<file path="src/rtl/rail_seq_pkg.sv">
package rail_seq_pkg;

  localparam int NSTAGE  = 6;
  localparam int STG_REF = 0;
  localparam int STG_B3  = 1;
  localparam int STG_B6  = 2;
  localparam int STG_NP  = 3;
  localparam int STG_PR  = 4;
  localparam int STG_NR  = 5;

  typedef enum logic [2:0] {
    IV_B3, IV_B6, IV_NP, IV_PR, IV_NR, IV_HOLD, IV_DRAIN
  } ivalSel_e;

  typedef enum logic [3:0] {
    ST_IDLE, ST_WB3, ST_WB6, ST_WNP, ST_WPR, ST_WRAIL, ST_WNR, ST_RUN,
    ST_HOLD, ST_DRAIN, ST_FLT, ST_FLTLOW
  } seqState_e;

  typedef struct packed {
    logic [NSTAGE-1:0] stageSet;
    logic [NSTAGE-1:0] stageClr;
    logic              load;
    ivalSel_e          sel;
    logic              maskClr;
  } seqStrobe_t;

  function automatic int maxInt(input int a, input int b);
    return (a > b) ? a : b;
  endfunction

endpackage

</file>
<file path="src/rtl/rail_seq_path.sv">
module rail_seq_path
  import rail_seq_pkg::*;
#(
  parameter int T_B3    = 5500,
  parameter int T_B6    = 2000,
  parameter int T_NP    = 2000,
  parameter int T_PR    = 3300,
  parameter int T_NR    = 6100,
  parameter int T_HOLD  = 5000,
  parameter int T_DRAIN = 2000,
  parameter int T_MASK  = 18000
) (
  input  logic              clk,
  input  logic              rstN,
  input  seqStrobe_t        stb,
  output logic [NSTAGE-1:0] stageQ,
  output logic              forcedClk,
  output logic              startDone,
  output logic              cntDone,
  output logic              maskDone
);

  localparam int MAXA   = maxInt(maxInt(T_B3, T_B6), maxInt(T_NP, T_PR));
  localparam int MAXB   = maxInt(maxInt(T_NR, T_HOLD), T_DRAIN);
  localparam int MAXI   = maxInt(MAXA, MAXB);
  localparam int CNT_W  = $clog2(MAXI + 1);
  localparam int MASK_W = $clog2(T_MASK + 1);
  localparam logic [MASK_W-1:0] MASK_END = MASK_W'(T_MASK);

  logic [CNT_W-1:0]  ivalLen;
  logic [CNT_W-1:0]  cnt;
  logic [MASK_W-1:0] maskCnt;

  // interval length selected by the control
  always_comb begin
    case (stb.sel)
      IV_B3:   ivalLen = CNT_W'(T_B3);
      IV_B6:   ivalLen = CNT_W'(T_B6);
      IV_NP:   ivalLen = CNT_W'(T_NP);
      IV_PR:   ivalLen = CNT_W'(T_PR);
      IV_NR:   ivalLen = CNT_W'(T_NR);
      IV_HOLD: ivalLen = CNT_W'(T_HOLD);
      default: ivalLen = CNT_W'(T_DRAIN);
    endcase
  end

  // down counter: loaded with N-1 so the next event lands N edges later
  always_ff @(posedge clk or negedge rstN) begin
    if (!rstN)                 cnt <= '0;
    else if (stb.load)         cnt <= ivalLen - CNT_W'(1);
    else if (cnt != '0)        cnt <= cnt - CNT_W'(1);
  end
  assign cntDone = (cnt == '0);

  // short-circuit mask window, saturating
  always_ff @(posedge clk or negedge rstN) begin
    if (!rstN)                   maskCnt <= '0;
    else if (stb.maskClr)        maskCnt <= '0;
    else if (maskCnt != MASK_END) maskCnt <= maskCnt + MASK_W'(1);
  end
  assign maskDone = (maskCnt == MASK_END);

  // one enable flop per stage
  for (genvar g = 0; g < NSTAGE; g++) begin : g_stage
    always_ff @(posedge clk or negedge rstN) begin
      if (!rstN)                 stageQ[g] <= 1'b0;
      else if (stb.stageClr[g])  stageQ[g] <= 1'b0;
      else if (stb.stageSet[g])  stageQ[g] <= 1'b1;
    end
    if (g > 0) begin : g_ord
      a_r5_stage_order: assert property (@(posedge clk) disable iff (!rstN)
        stageQ[g] |-> stageQ[g-1]);
    end
  end

  always_ff @(posedge clk or negedge rstN) begin
    if (!rstN) begin
      forcedClk <= 1'b0;
      startDone <= 1'b0;
    end else begin
      startDone <= stb.stageSet[STG_NR];
      if (stb.stageSet[STG_PR] || stb.stageClr[STG_REF]) forcedClk <= 1'b0;
      else if (stb.stageSet[STG_REF])                    forcedClk <= 1'b1;
    end
  end

  a_r3_forced_ends: assert property (@(posedge clk) disable iff (!rstN)
    $rose(stageQ[STG_PR]) |-> !forcedClk);
  a_r4_done_single: assert property (@(posedge clk) disable iff (!rstN)
    startDone |=> !startDone);

endmodule

</file>
<file path="src/rtl/rail_seq_ctrl.sv">
module rail_seq_ctrl
  import rail_seq_pkg::*;
(
  input  logic       clk,
  input  logic       rstN,
  input  logic       enable,
  input  logic       posRailUp,
  input  logic       ovcPos,
  input  logic       ovcNeg,
  input  logic       cntDone,
  input  logic       maskDone,
  output seqStrobe_t stb,
  output logic       busy,
  output logic       fault
);

  seqState_e st, nxt;
  logic      armed;
  logic      runState;
  logic      prOnState;
  logic      shortHit;

  assign runState  = st inside {ST_WB3, ST_WB6, ST_WNP, ST_WPR, ST_WRAIL, ST_WNR, ST_RUN};
  assign prOnState = st inside {ST_WRAIL, ST_WNR, ST_RUN};
  assign shortHit  = runState && maskDone && (ovcPos || ovcNeg);
  assign busy      = st inside {ST_HOLD, ST_DRAIN};
  assign fault     = st inside {ST_FLT, ST_FLTLOW};

  // armed once enable has been seen low after power-on reset
  always_ff @(posedge clk or negedge rstN) begin
    if (!rstN)        armed <= 1'b0;
    else if (!enable) armed <= 1'b1;
  end

  always_ff @(posedge clk or negedge rstN) begin
    if (!rstN) st <= ST_IDLE;
    else       st <= nxt;
  end

  always_comb begin
    nxt = st;
    stb = '0;
    stb.sel = IV_DRAIN;
    case (st)
      ST_IDLE, ST_FLTLOW: begin
        if (enable && (armed || st == ST_FLTLOW)) begin
          stb.stageSet[STG_REF] = 1'b1;
          stb.load    = 1'b1;
          stb.sel     = IV_B3;
          stb.maskClr = 1'b1;
          nxt = ST_WB3;
        end
      end
      ST_FLT: if (!enable) nxt = ST_FLTLOW;
      ST_HOLD: begin
        if (cntDone) begin
          stb.stageClr[STG_PR] = 1'b1;
          stb.load = 1'b1;
          stb.sel  = IV_DRAIN;
          nxt = ST_DRAIN;
        end
      end
      ST_DRAIN: begin
        if (cntDone) begin
          stb.stageClr = '1;
          nxt = ST_IDLE;
        end
      end
      default: begin
        if (shortHit) begin
          stb.stageClr = '1;
          nxt = ST_FLT;
        end else if (!enable) begin
          stb.stageClr[STG_NR] = 1'b1;
          stb.load = 1'b1;
          if (prOnState) begin
            stb.sel = IV_HOLD;
            nxt = ST_HOLD;
          end else begin
            stb.sel = IV_DRAIN;
            nxt = ST_DRAIN;
          end
        end else begin
          case (st)
            ST_WB3: if (cntDone) begin
              stb.stageSet[STG_B3] = 1'b1;
              stb.load = 1'b1; stb.sel = IV_B6; nxt = ST_WB6;
            end
            ST_WB6: if (cntDone) begin
              stb.stageSet[STG_B6] = 1'b1;
              stb.load = 1'b1; stb.sel = IV_NP; nxt = ST_WNP;
            end
            ST_WNP: if (cntDone) begin
              stb.stageSet[STG_NP] = 1'b1;
              stb.load = 1'b1; stb.sel = IV_PR; nxt = ST_WPR;
            end
            ST_WPR: if (cntDone) begin
              stb.stageSet[STG_PR] = 1'b1;
              nxt = ST_WRAIL;
            end
            ST_WRAIL: if (posRailUp) begin
              stb.load = 1'b1; stb.sel = IV_NR; nxt = ST_WNR;
            end
            ST_WNR: if (cntDone) begin
              stb.stageSet[STG_NR] = 1'b1;
              nxt = ST_RUN;
            end
            default: ;
          endcase
        end
      end
    endcase
  end

  a_r9_wait_armed: assert property (@(posedge clk) disable iff (!rstN)
    (st == ST_IDLE && !armed) |=> (st == ST_IDLE));
  a_r10_mask_blocks: assert property (@(posedge clk) disable iff (!rstN)
    (runState && !maskDone) |=> !fault);
  a_r11_fault_holds: assert property (@(posedge clk) disable iff (!rstN)
    (fault && !enable) |=> fault);

endmodule

</file>
<file path="src/rtl/rail_sequencer.sv">
module rail_sequencer
  import rail_seq_pkg::*;
#(
  parameter int T_B3    = 5500,
  parameter int T_B6    = 2000,
  parameter int T_NP    = 2000,
  parameter int T_PR    = 3300,
  parameter int T_NR    = 6100,
  parameter int T_HOLD  = 5000,
  parameter int T_DRAIN = 2000,
  parameter int T_MASK  = 18000
) (
  input  logic clk,
  input  logic rstN,
  input  logic enable,
  input  logic posRailUp,
  input  logic ovcPos,
  input  logic ovcNeg,
  output logic refOn,
  output logic boost3On,
  output logic boost6On,
  output logic negPumpOn,
  output logic posRegOn,
  output logic negRegOn,
  output logic forcedClk,
  output logic startDone,
  output logic busy,
  output logic fault
);

  seqStrobe_t        stb;
  logic [NSTAGE-1:0] stageQ;
  logic              cntDone;
  logic              maskDone;

  rail_seq_ctrl u_ctrl (
    .clk(clk), .rstN(rstN), .enable(enable), .posRailUp(posRailUp),
    .ovcPos(ovcPos), .ovcNeg(ovcNeg), .cntDone(cntDone), .maskDone(maskDone),
    .stb(stb), .busy(busy), .fault(fault)
  );

  rail_seq_path #(
    .T_B3(T_B3), .T_B6(T_B6), .T_NP(T_NP), .T_PR(T_PR), .T_NR(T_NR),
    .T_HOLD(T_HOLD), .T_DRAIN(T_DRAIN), .T_MASK(T_MASK)
  ) u_path (
    .clk(clk), .rstN(rstN), .stb(stb), .stageQ(stageQ), .forcedClk(forcedClk),
    .startDone(startDone), .cntDone(cntDone), .maskDone(maskDone)
  );

  assign refOn     = stageQ[STG_REF];
  assign boost3On  = stageQ[STG_B3];
  assign boost6On  = stageQ[STG_B6];
  assign negPumpOn = stageQ[STG_NP];
  assign posRegOn  = stageQ[STG_PR];
  assign negRegOn  = stageQ[STG_NR];

  a_r11_fault_all_off: assert property (@(posedge clk) disable iff (!rstN)
    fault |-> (stageQ == '0));
  a_r6_busy_neg_off: assert property (@(posedge clk) disable iff (!rstN)
    busy |-> !negRegOn);
  a_r4_done_with_neg: assert property (@(posedge clk) disable iff (!rstN)
    startDone |-> negRegOn);

endmodule

</file>
<file path="config.mk">
export PLATFORM = sky130hd
export DESIGN_NAME = rail_sequencer
export DESIGN_NICKNAME = d
export VERILOG_FILES = /design/src/rtl/rail_seq_pkg.sv /design/src/rtl/rail_seq_path.sv /design/src/rtl/rail_seq_ctrl.sv /design/src/rtl/rail_sequencer.sv
export SDC_FILE = /design/constraint.sdc
export NUM_CORES = 1
export LEC_CHECK = 0
export CAP_MARGIN = 40
export CORE_ASPECT_RATIO = 0.8
export CORE_MARGIN = 2
export CORE_UTILIZATION = 45
export CTS_BUF_LIST = sky130_fd_sc_hd__clkbuf_8 sky130_fd_sc_hd__clkbuf_16
export DETAILED_ROUTE_END_ITERATION = 8
export SYNTH_ARGS = -nofsm -noshare
export SYNTH_HDL_FRONTEND = slang
export SYNTH_SLANG_ARGS = --single-unit
</file>
<file path="constraint.sdc">
create_clock -name clk -period 10.15 [get_ports clk]
set_input_delay 1.015 -clock clk [delete_from_list [all_inputs] [get_ports clk]]
set_output_delay 1.015 -clock clk [all_outputs]
set_load 0.05 [all_outputs]
</file>
==> Flow_metrics.wiki <==
{| class="wikitable"
! Metric !! Value
|-
| Setup violators final || 0
|-
| Die Wd || approximately 89 um
|-
| Setup repair after global routing missed its margin || false
|-
| Fraction of power spent switching nets || 0.456
|-
| Number of instances in the synthesized netlist || 286
|-
| Number of sinks on the clock net || around 40
|-
| Violation count after the first detailed-route iteration || 94
|-
| Post-synthesis area per instance || 9.06 um2
|-
| Setup Slack @ Placement || 6.07 ns
|-
| Pin count of the biggest net entering global routing || 37
|-
| Starting density of the core || 0.471
|-
| Endpoint kind of the worst setup timing path || flop
|-
| Most used cell along the critical path || sky130_fd_sc_hd__nand2_1
|-
| Register area share after synthesis || 0.396
|-
| Number of global-route vias before repair || about 2.1k
|-
| Post-DR wirelength/cell || between 15 and 20 um
|-
| Slew at the pin with the worst max-slew slack || 0.776 ns
|-
| Total track usage || 0.201
|-
| Max Root-Sink Buffers || 2
|-
| Vert. Die Dim || about 70 um
|-
| Last weighted congestion value of the routability-driven placer || between 0.8 and 0.9
|-
| Max Clock Freq || roughly 0.26 GHz
|-
| Number of H-tree levels || 2
|-
| Type of the worst min-delay path || reg -> reg
|-
| Distinct cells, synth || 62
|-
| Number of antenna violations at the first check in global routing || 0
|-
| Status || completed
|-
| Fraction of power consumed by combinational cells || 0.489
|-
| Standard cell with the maximum stage delay on the critical path || sky130_fd_sc_hd__clkdlybuf4s50_1
|-
| Post-cts hold buffer count || 0
|-
| Root Buffer || sky130_fd_sc_hd__clkbuf_8
|-
| Floorplan row count || 24
|-
| Critical path's largest stage delay || around 0.73 ns
|-
| Pins Over Slew Limit || 0
|-
| Hold Violations, Final || 0
|-
| # Post-CTS Setup Buffers || 0
|-
| Share of final-layout standard cells stronger than drive strength 1 || 0.123
|-
| Ratio of total power to cell area || about 260 mW/mm2
|-
| DR DRC count || 0
|-
| Mean number of vias per cell || 5.89
|-
| Global-route wire length before repair || slightly above 10 mm
|-
| Post-layout net count || 301
|-
| Crit Path Category || in -> reg
|-
| Main flop type after synthesis || sky130_fd_sc_hd__dfrtp_1
|-
| Net Switching || roughly 0.00034 W
|-
| Clock-pin slew reported for the worst setup and hold paths after clock tree synthesis || roughly 0.080 ns
|-
| Period utilisation layout || 0.377
|-
| Clock network fraction of design power || 0.139
|-
| Area growth from synthesis to final layout || 10.8%
|-
| Number of CTS-inserted buffers || 5
|-
| Final sum of negative setup slack || 0 ns
|-
| Static leakage || around 1.1 nW
|-
| Max-capacitance violation count || 0
|-
| Total of warnings raised by yosys || 0
|-
| Internal portion of total power || a little over 0.0004 W
|-
| Area of the die || around 0.0064 mm2
|-
| EDFF count, synth || 0
|-
| Final cell area excluding filler cells || between 0.002 and 0.003 mm2
|-
| Number of antenna repair diodes || 0
|-
| Remaining global-route overflow || 0
|-
| Insertion delay to the later sink of the worst-skew pair || between 0.2 and 0.3 ns
|-
| Post-DP Area || around 0.0028 mm2
|-
| Synthesized Nets || roughly 300
|-
| Share of async-settable or async-resettable flops after synthesis || 1.00
|-
| Combined area of all synthesized cells || 0.00259 mm2
|-
| DRT antenna net count || 0
|-
| Fill cell instance count of the final layout || slightly below 500
|-
| I/O Buffers || 15
|-
| Share of power burned in registers || 0.372
|-
| Type of element launching the critical path || primary input
|-
| Placeable core region || 0.00550 mm2
|-
| Largest fanout on the critical path || 13
|-
| Count of boundary I/O pins || 16
|-
| Chain of cells forming the critical path || clkdlybuf4s50_1, a21boi_0, o221ai_1, a21oi_2, or3_4, nand2_1, ha_1, nand2_1, nor4_1, mux2i_1, a31oi_1
|-
| Worst Path Required || ~10 ns
|-
| Max-Slew Margin vs Limit || 0.480
|-
| Drt total wl || ~5.9 mm
|-
| Maximum vdd drop || about 150 uV
|-
| Resized cells post-CTS || 0
|-
| TritonCTS clock tree || done
|-
| Final worst slack || 6.32 ns
|-
| Fin crit period || around 3.8 ns
|-
| First drt pass iteration count || 5
|-
| Overall power after layout || 0.000740 W
|-
| Layout Skew || approximately 0.01 ns
|-
| HPWL after detailed placement || roughly 4.1 mm
|-
| Total of flip-flops plus latches after synthesis || 41
|-
| Arrival @ worst endpoint || around 4.0 ns
|-
| Number of vias in the routed layout || roughly 2.2k
|}
[Yosys cell counts, types with 2 or more instances]
master	instances	area share
sky130_fd_sc_hd__a211oi_1	3	0.0087
sky130_fd_sc_hd__a21oi_1	14	0.027
sky130_fd_sc_hd__a31oi_1	5	0.012
sky130_fd_sc_hd__and3_1	5	0.012
sky130_fd_sc_hd__buf_2	8	0.015
sky130_fd_sc_hd__clkbuf_1	9	0.013
sky130_fd_sc_hd__dfrtp_1	41	0.40
sky130_fd_sc_hd__ha_1	3	0.014
sky130_fd_sc_hd__inv_1	8	0.012
sky130_fd_sc_hd__mux2i_1	4	0.015
sky130_fd_sc_hd__nand2_1	13	0.019
sky130_fd_sc_hd__nand2b_1	5	0.012
sky130_fd_sc_hd__nand3_1	7	0.014
sky130_fd_sc_hd__nand4_1	3	0.0072
sky130_fd_sc_hd__nor2_1	40	0.058
sky130_fd_sc_hd__nor2b_1	3	0.0072
sky130_fd_sc_hd__nor3_1	11	0.021
sky130_fd_sc_hd__nor3_2	2	0.0077
sky130_fd_sc_hd__nor4_1	4	0.0097
sky130_fd_sc_hd__nor4_4	3	0.025
sky130_fd_sc_hd__nor4b_2	2	0.012
sky130_fd_sc_hd__o2111ai_1	2	0.0068
sky130_fd_sc_hd__o211ai_1	3	0.0087
sky130_fd_sc_hd__o21ai_0	16	0.031
sky130_fd_sc_hd__o21ai_1	3	0.0058
sky130_fd_sc_hd__o221a_2	2	0.0087
sky130_fd_sc_hd__o221ai_1	3	0.010
sky130_fd_sc_hd__or2_2	2	0.0048
sky130_fd_sc_hd__or3_1	10	0.024
sky130_fd_sc_hd__or4_1	4	0.012
sky130_fd_sc_hd__or4_4	2	0.0087
sky130_fd_sc_hd__xnor2_1	8	0.027
sky130_fd_sc_hd__xor2_1	9	0.030
[layer usage]
layer  track usage  wire [um]
met1         0.313       3030
met2         0.279       2440
met3        0.0530        344
met4        0.0438         35
met5             0          0
[stage by stage]
stage	utilization	hold slack [ns]	std cells
finish	0.522	0.516	371
global placement	0.504	0.495	362
CTS	0.522	0.512	371
detailed placement	0.507	0.494	363
global route	0.522	0.541	371
floorplan	-	0.455	286
[cells by family (layout without fill, tap and decap cells)]
family | count (synthesis) | count (layout) | synth area share
flops | 41 | 41 | 0.396
mux | 5 | 5 | 0.0198
simple gates | 126 | 126 | 0.288
fa+ha+maj | 3 | 3 | 0.0145
compound gates | 67 | 67 | 0.181
xor+xnor | 17 | 17 | 0.0575
buf+inv | 27 | 34 | 0.0430
[state kept, by name, indices dropped and copies added (netlist names)]
name              cells
u_path.maskCnt       15
u_path.startDone      1
u_ctrl.st             4
u_path.cnt           13
u_ctrl.armed          1
u_path.forcedClk      1
u_path.stageQ         6
[layout by cell type, fill, tap and decap left out, drive strengths merged, types with 4 or more instances in the layout]
cell type      instances
or3                   11
or4                    6
a211oi                 4
o21ai                 19
nand3                  7
nor2                  40
clkbuf                 5
xnor2                  8
xor2                   9
a21oi                 15
nor4                   8
and3                   5
nor3                  13
mux2i                  4
nand2                 14
o221ai                 4
nand4                  4
clkdlybuf4s50         14
inv                    9
a31oi                  5
dfrtp                 41
nand2b                 5
[final cells by class]
class	count	area [um2]	share of cell area
sequential	41	1030	0.357
clock buffer	5	68.8	0.0240
multi-input combinational	218	1460	0.508
clock inverter	3	13.8	0.00480
tap	78	97.6	0.0340
inverter	9	33.8	0.0118
timing repair buffer	17	173	0.0602
[worst max-delay path: cells and delay by family]
kind            cells  cell delay (ns)
compound gates      4             0.69
fa+ha+maj           1             0.20
buf+inv             1             0.73
mux                 1             0.25
simple gates        4             1.13
[power groups by stage]
stage | Sequential [W] | Combinational [W] | Clock, W
2_1_floorplan | 0.000246 | 0.000314 | 0
3_3_place_gp | 0.000278 | 0.000359 | 0
3_5_place_dp | 0.000276 | 0.000359 | 0
4_1_cts | 0.000273 | 0.000361 | 0.000106
5_1_grt | 0.000284 | 0.000405 | 0.000113
6_report | 0.000275 | 0.000362 | 0.000103
[worst paths after layout]
check                                 start                to  slack [ns]  cells after the start
min in group asynchronous              rstN     u_path.cnt[4]        0.54                      1
setup / recovery                     enable     u_path.cnt[8]        6.32                     11
setup reg to reg               u_ctrl.st[3]     u_path.cnt[8]        6.56                     10
hold reg to reg            u_path.stageQ[3]  u_path.stageQ[3]        0.52                      2
max in group asynchronous              rstN      u_ctrl.st[3]        9.17                      2
hold / removal             u_path.stageQ[3]  u_path.stageQ[3]        0.52                      2
(Power assumes the default switching activity.)
